File: src/rtl/wd_dual_period_pkg.sv
package wd_dual_period_pkg;

    typedef enum logic [1:0] {
        ST_HOLD  = 2'd0,
        ST_FIRST = 2'd1,
        ST_ARMED = 2'd2,
        ST_OFF   = 2'd3
    } wd_state_t;

endpackage

File: src/rtl/wd_strobe_front.sv
module wd_strobe_front #(
    parameter int SYNC_STAGES = 2
) (
    input  logic clk_i,
    input  logic rst_ni,
    input  logic strobe_i,
    input  logic float_i,
    output logic edge_o,
    output logic float_o
);

    logic [SYNC_STAGES-1:0] lvl_q;
    logic [SYNC_STAGES-1:0] flt_q;
    logic                   lvl_prev_q;
    logic                   flt_prev_q;

    // Floating chain resets to 1 so no edge is seen until the level chain is primed.
    always_ff @(posedge clk_i or negedge rst_ni) begin
        if (!rst_ni) begin
            lvl_q      <= '0;
            flt_q      <= '1;
            lvl_prev_q <= 1'b0;
            flt_prev_q <= 1'b1;
        end else begin
            lvl_q      <= {lvl_q[SYNC_STAGES-2:0], strobe_i};
            flt_q      <= {flt_q[SYNC_STAGES-2:0], float_i};
            lvl_prev_q <= lvl_q[SYNC_STAGES-1];
            flt_prev_q <= flt_q[SYNC_STAGES-1];
        end
    end

    assign float_o = flt_q[SYNC_STAGES-1];
    // A change is only valid when the line was driven in both samples compared.
    assign edge_o  = (lvl_q[SYNC_STAGES-1] != lvl_prev_q) && !float_o && !flt_prev_q;

endmodule

File: src/rtl/wd_tick_counter.sv
module wd_tick_counter #(
    parameter int CW = 12
) (
    input  logic          clk_i,
    input  logic          rst_ni,
    input  logic          clr_i,
    input  logic          tick_i,
    input  logic [CW-1:0] limit_i,
    output logic          expire_o
);

    logic [CW-1:0] cnt_q;

    assign expire_o = tick_i && !clr_i && (cnt_q == limit_i - 1'b1);

    always_ff @(posedge clk_i or negedge rst_ni) begin
        if (!rst_ni) begin
            cnt_q <= '0;
        end else if (clr_i || expire_o) begin
            cnt_q <= '0;
        end else if (tick_i) begin
            cnt_q <= cnt_q + 1'b1;
        end
    end

endmodule

File: src/rtl/wd_ctrl_fsm.sv
module wd_ctrl_fsm
    import wd_dual_period_pkg::*;
#(
    parameter int CW          = 12,
    parameter int SHORT_TICKS = 1024,
    parameter int LONG_TICKS  = 4096
) (
    input  logic          clk_i,
    input  logic          rst_ni,
    input  logic          edge_i,
    input  logic          float_i,
    input  logic          supply_ok_i,
    input  logic          reset_done_i,
    input  logic          expire_i,
    input  logic          short_sel_i,
    output logic          clr_o,
    output logic [CW-1:0] limit_o,
    output logic          timeout_req_o,
    output logic          status_o
);

    localparam logic [CW-1:0] SHORT_L = CW'(SHORT_TICKS);
    localparam logic [CW-1:0] LONG_L  = CW'(LONG_TICKS);

    wd_state_t state_q;
    wd_state_t state_d;
    logic      counting;
    logic      timeout;

    assign counting = (state_q == ST_FIRST) || (state_q == ST_ARMED);
    // A strobe change in the expiry cycle takes priority over the expiry.
    assign timeout  = counting && expire_i && !edge_i && supply_ok_i && !float_i;
    assign clr_o    = !counting || edge_i;
    assign limit_o  = (state_q == ST_ARMED && short_sel_i) ? SHORT_L : LONG_L;

    always_comb begin
        state_d = state_q;
        if (!supply_ok_i) begin
            state_d = ST_HOLD;
        end else begin
            unique case (state_q)
                ST_HOLD: begin
                    if (reset_done_i) state_d = ST_FIRST;
                end
                ST_FIRST, ST_ARMED: begin
                    if (float_i)      state_d = ST_OFF;
                    else if (edge_i)  state_d = ST_ARMED;
                    else if (timeout) state_d = ST_HOLD;
                end
                ST_OFF: begin
                    if (!float_i) state_d = ST_FIRST;
                end
            endcase
        end
    end

    always_ff @(posedge clk_i or negedge rst_ni) begin
        if (!rst_ni) begin
            state_q <= ST_HOLD;
        end else begin
            state_q <= state_d;
        end
    end

    always_ff @(posedge clk_i or negedge rst_ni) begin
        if (!rst_ni) begin
            timeout_req_o <= 1'b0;
            status_o      <= 1'b1;
        end else begin
            timeout_req_o <= timeout;
            if (!supply_ok_i || float_i || edge_i) begin
                status_o <= 1'b1;
            end else if (timeout) begin
                status_o <= 1'b0;
            end
        end
    end

endmodule

File: src/rtl/wd_dual_period.sv
module wd_dual_period #(
    parameter int SHORT_TICKS = 1024,
    parameter int LONG_TICKS  = 4096,
    parameter int SYNC_STAGES = 2
) (
    input  logic clk_i,
    input  logic rst_ni,
    input  logic strobe_i,
    input  logic strobe_float_i,
    input  logic supply_ok_i,
    input  logic reset_done_i,
    input  logic tick_i,
    input  logic short_sel_i,
    output logic timeout_req_o,
    output logic wd_status_o
);

    localparam int CW = $clog2(LONG_TICKS + 1);

    logic          edge_s;
    logic          float_s;
    logic          clr_s;
    logic          expire_s;
    logic [CW-1:0] limit_s;

    wd_strobe_front #(
        .SYNC_STAGES(SYNC_STAGES)
    ) front_i (
        .clk_i   (clk_i),
        .rst_ni  (rst_ni),
        .strobe_i(strobe_i),
        .float_i (strobe_float_i),
        .edge_o  (edge_s),
        .float_o (float_s)
    );

    wd_tick_counter #(
        .CW(CW)
    ) ctr_i (
        .clk_i   (clk_i),
        .rst_ni  (rst_ni),
        .clr_i   (clr_s),
        .tick_i  (tick_i),
        .limit_i (limit_s),
        .expire_o(expire_s)
    );

    wd_ctrl_fsm #(
        .CW         (CW),
        .SHORT_TICKS(SHORT_TICKS),
        .LONG_TICKS (LONG_TICKS)
    ) fsm_i (
        .clk_i        (clk_i),
        .rst_ni       (rst_ni),
        .edge_i       (edge_s),
        .float_i      (float_s),
        .supply_ok_i  (supply_ok_i),
        .reset_done_i (reset_done_i),
        .expire_i     (expire_s),
        .short_sel_i  (short_sel_i),
        .clr_o        (clr_s),
        .limit_o      (limit_s),
        .timeout_req_o(timeout_req_o),
        .status_o     (wd_status_o)
    );

endmodule

File: config.mk
export PLATFORM = sky130hd
export DESIGN_NAME = wd_dual_period
export DESIGN_NICKNAME = d
export VERILOG_FILES = /design/src/rtl/wd_dual_period_pkg.sv /design/src/rtl/wd_strobe_front.sv /design/src/rtl/wd_tick_counter.sv /design/src/rtl/wd_ctrl_fsm.sv /design/src/rtl/wd_dual_period.sv
export SDC_FILE = /design/constraint.sdc
export NUM_CORES = 1
export LEC_CHECK = 0
export ABC_CLOCK_PERIOD_IN_PS = 1750
export BUFFER_PORTS_ARGS = -buffer_cell sky130_fd_sc_hd__clkbuf_2
export CORE_MARGIN = 3
export CORE_UTILIZATION = 51
export CTS_CLUSTER_DIAMETER = 120
export CTS_CLUSTER_SIZE = 30
export DETAILED_ROUTE_END_ITERATION = 8
export PLACE_DENSITY = 0.74
export SYNTH_ARGS = -nofsm -noshare
export SYNTH_HDL_FRONTEND = slang
export SYNTH_SLANG_ARGS = --single-unit
File: constraint.sdc
create_clock -name clk_i -period 1.75 [get_ports clk_i]
set_clock_uncertainty 0.05 [all_clocks]
set_input_delay 0.35 -clock clk_i [delete_from_list [all_inputs] [get_ports clk_i]]
set_output_delay 0.35 -clock clk_i [all_outputs]
set_load 0.05 [all_outputs]
==> metrics.md <==
| Metric | Value |
|---|---|
| Final hold violations | 0 |
| Sequential share of the synthesized area | 50.6% |
| Final wirelength | 2.35 mm |
| # rows | 16 |
| Final instance area | 1400 um2 |
| Share of cells above drive strength 1 | between 30% and 40% |
| Post-synth top area share | approximately two fifths |
| # clock sinks | 23 |
| Detail Route Antenna Nets | 0 |
| Max-slew violation count | 0 |
| Post-Syn Area | 1150 um2 |
| Unrepaired setup endpoints after global routing | yes |
| DRT Pass-1 Iters | 4 |
| Inst Count DP | 151 |
| R2R Path Start | fsm_i.state_q[0] |
| CTS Buffer Depth | 2 |
| Clock buffer count from CTS | 3 |
| Top FF cell, synth | dfrtp_1 |
| Ant. Diodes | 0 |
| CP top delay family | compound AO/OA/AOI/OAI gates |
| CP endpoint kind | flip-flop |
| Tightest Hold Check Type | in -> reg |
| # H-tree levels | 1 |
| Worst hold path startpoint | strobe_float_i |
| Number of remaining DRC errors | 0 |
| Yosys top cell by area | dfrtp_1 |
| Synth-to-Final Area Change | 22.2% |
| Number of synthesized register bits | 23 |
| Synthesized Nets | 123 |
| Reg2reg setup slack | about 38 ps |
| Mapped Avg Cell Area | slightly above 10 um2 |
| Total core area | 2040 um2 |
| Initial Utilization | 56.2% |
| Placed inst area | around 1300 um2 |
| Total global routing overflow | 0 |
| Crit-path max FO | 5 |
| Most frequent cell after synthesis | dfrtp_1 |
| Top Ports | 10 |
| Initial drt markers | 22 |
| Clock Latency Late Sink | 320 ps |
| Pwr/cell area | between 700 and 800 nW/um2 |
| Mapped Cells | 111 |
| I/O Buffers | 9 |
| DR vias/cell | roughly 5.7 |
| Buf/Inv on CP | 3 |
| Cell Count, Final, Fillers Out | 158 |
| Die width | 53.4 um |
| Antenna violations before repair | 0 |
| Critical Path AT | 1860 ps |
| Synth top area cells | dfrtp_1 (41%), dfstp_2 (9.2%), xor2_1 (7.6%) |
| Worst Path Required | 1900 ps |
| Largest net degree at the start of global routing | 24 |
| Post-synth ARST share | 100% |
| Relative slew margins | 63.2% |
| Worst path slowest cell | dfrtp_1 |
| Post-synth EDFFs | 0 |
| GP Congestion | 0.780 |
| CTS tree | done |
| Status | finished, final reports clean |
| Clock transition at path regs | 130 ps |
| Synth cell types | 29 |
| Die area | 2850 um2 |
| Worst path max stage delay | 400 ps |
| Max frequency | 0.584 GHz |
| Vias | 898 |
| Final Util | 68.7% |
| Maxcap violations | 0 |
| Post-DR wirelength/cell | roughly 15 um |
| Crit path cell chain | inv_2, buf_12, ha_4, o311ai_4, nand2_2, buf_4, o31ai_1, a21oi_2 |
| Worst Tran Pin Value | 552 ps |
| CP startpoint kind | flip-flop |
| Period minus WS final | roughly 1700 ps |
| Period utilization | 97.8% |
| Worst Hold Path Cells | 1 |
| # setup viols final | 0 |
| Hpwl dp | roughly 1.5 mm |
| Crit Path Category | reg -> reg |
| LEAKAGE | approximately 0.6 nW |
| Clock root buffer | clkbuf_4 |
| Ys Warns | 0 |
| Global-route usage over all layers | between 10% and 20% |
| FF-to-FF path depth | 8 |
| Vias in the first global route | 892 |
| Synth top cells by count | dfrtp_1 (19), nor2_1 (15), nand2_1 (10), xor2_1 (10), nand3_1 (8) |
| Die height | ~53 um |
| Peak VDD IR | 0.563 mV |
| Nets@finish | 144 |
| Reg2reg end | ctr_i.cnt_q[9] |
| Hold EP | front_i.flt_q[0] |
| First-pass GRT wire length | 3.91 mm |
## sequential cells by signal, summed over array words and instances, names as in the netlist
signal,cells
front_i.lvl_prev_q,1
front_i.flt_q,2
fsm_i.status_o,1
fsm_i.timeout_req_o,1
fsm_i.state_q,2
front_i.flt_prev_q,1
ctr_i.cnt_q,13
front_i.lvl_q,2
## per-layer routing
metal  vias up  routed length (um)  track usage [%]
met5         -                   0                0
met4         0                  32             7.66
met3         4                  79             2.54
met2        19                1110             31.4
met1       445                1130             25.0
li1        430                   -                -
## power by group
group	switching, mW	internal (mW)	total, mW
Combinational	0.152	0.128	0.280
Sequential	0.0205	0.555	0.575
Clock	0.157	0.0892	0.247
Total	0.329	0.772	1.10
## cells in the final DEF, fill, tap and decap left out, types with 2 or more instances in the layout
| cell | netlist | layout |
|---|---|---|
| nor2_1 | 15 | 12 |
| dfstp_2 | 4 | 4 |
| clkbuf_4 | 0 | 3 |
| a21oi_1 | 3 | 2 |
| dfrtp_1 | 19 | 19 |
| clkbuf_2 | 0 | 9 |
| inv_1 | 7 | 6 |
| a211oi_2 | 1 | 2 |
| buf_4 | 0 | 5 |
| nor3_1 | 5 | 5 |
| nand3_1 | 8 | 8 |
| nand2_1 | 10 | 10 |
| nand4_1 | 6 | 6 |
| buf_6 | 0 | 2 |
| ha_1 | 4 | 3 |
| nor2_2 | 0 | 3 |
| xor2_1 | 10 | 9 |
## logic make-up (layout without fill, tap and decap cells)
logic type	Yosys count	after routing	synth area share, %
AND/OR/NAND/NOR	48	48	19.4
flip-flops	23	23	50.6
buffers and inverters	9	29	3.16
adder cells (fa/ha/maj)	4	4	4.36
multiplexers	1	1	0.872
AO/OA/AOI/OAI	15	15	12.5
XOR/XNOR	11	11	9.05
## through the flow
step	TNS, ps	worst slack (ps)	hold slack (ps)	total power, mW
6_report	0	38.0	39.4	1.10
5_1_grt	-178	-60.6	30.0	1.16
4_1_cts	0	7.66	34.9	1.04
3_5_place_dp	-5.87	-5.87	285	0.784
3_3_place_gp	0	56.5	292	0.777
2_1_floorplan	0	122	4.41	0.717
## what timing repair did
item | 4_1_cts | 5_1_grt
pin swaps | 0 | 4
buffers inserted | 1 | 1
setup endpoints to repair | 2 | 14
gates resized for setup | 2 | 16
hold buffers | 1 | 0
hold endpoints to repair | 19 | 0
cloned | 0 | 0
## worst reg2reg max path: stages, from the launching register on
cell and delay, ps:
dfrtp_1 400, inv_2 70, buf_12 120, ha_4 260, o311ai_4 100, nand2_2 80
buf_4 150, o31ai_1 280, a21oi_2 90
## worst max-delay path by stage
stage | from | end | slack (ps) | cells past startpoint
after floorplan | fsm_i.state_q[0] | ctr_i.cnt_q[9] | 120 | 6
after global placement | fsm_i.state_q[1] | fsm_i.state_q[0] | 60 | 6
after detailed placement | fsm_i.state_q[1] | fsm_i.state_q[1] | -6 | 6
after CTS | fsm_i.state_q[0] | fsm_i.state_q[1] | 8 | 6
after global routing | fsm_i.state_q[0] | fsm_i.state_q[1] | -60 | 6
final | fsm_i.state_q[0] | ctr_i.cnt_q[9] | 40 | 8
## area by class of cell
| type | instances | area, um2 |
|---|---|---|
| clock buffer | 4 | 26.3 |
| fill | 159 | 639 |
| inverter | 7 | 26.3 |
| multi-input combinational | 79 | 601 |
| sequential | 23 | 581 |
| tap | 27 | 33.8 |
| timing repair buffer | 18 | 135 |
(Power assumes the default switching activity.)
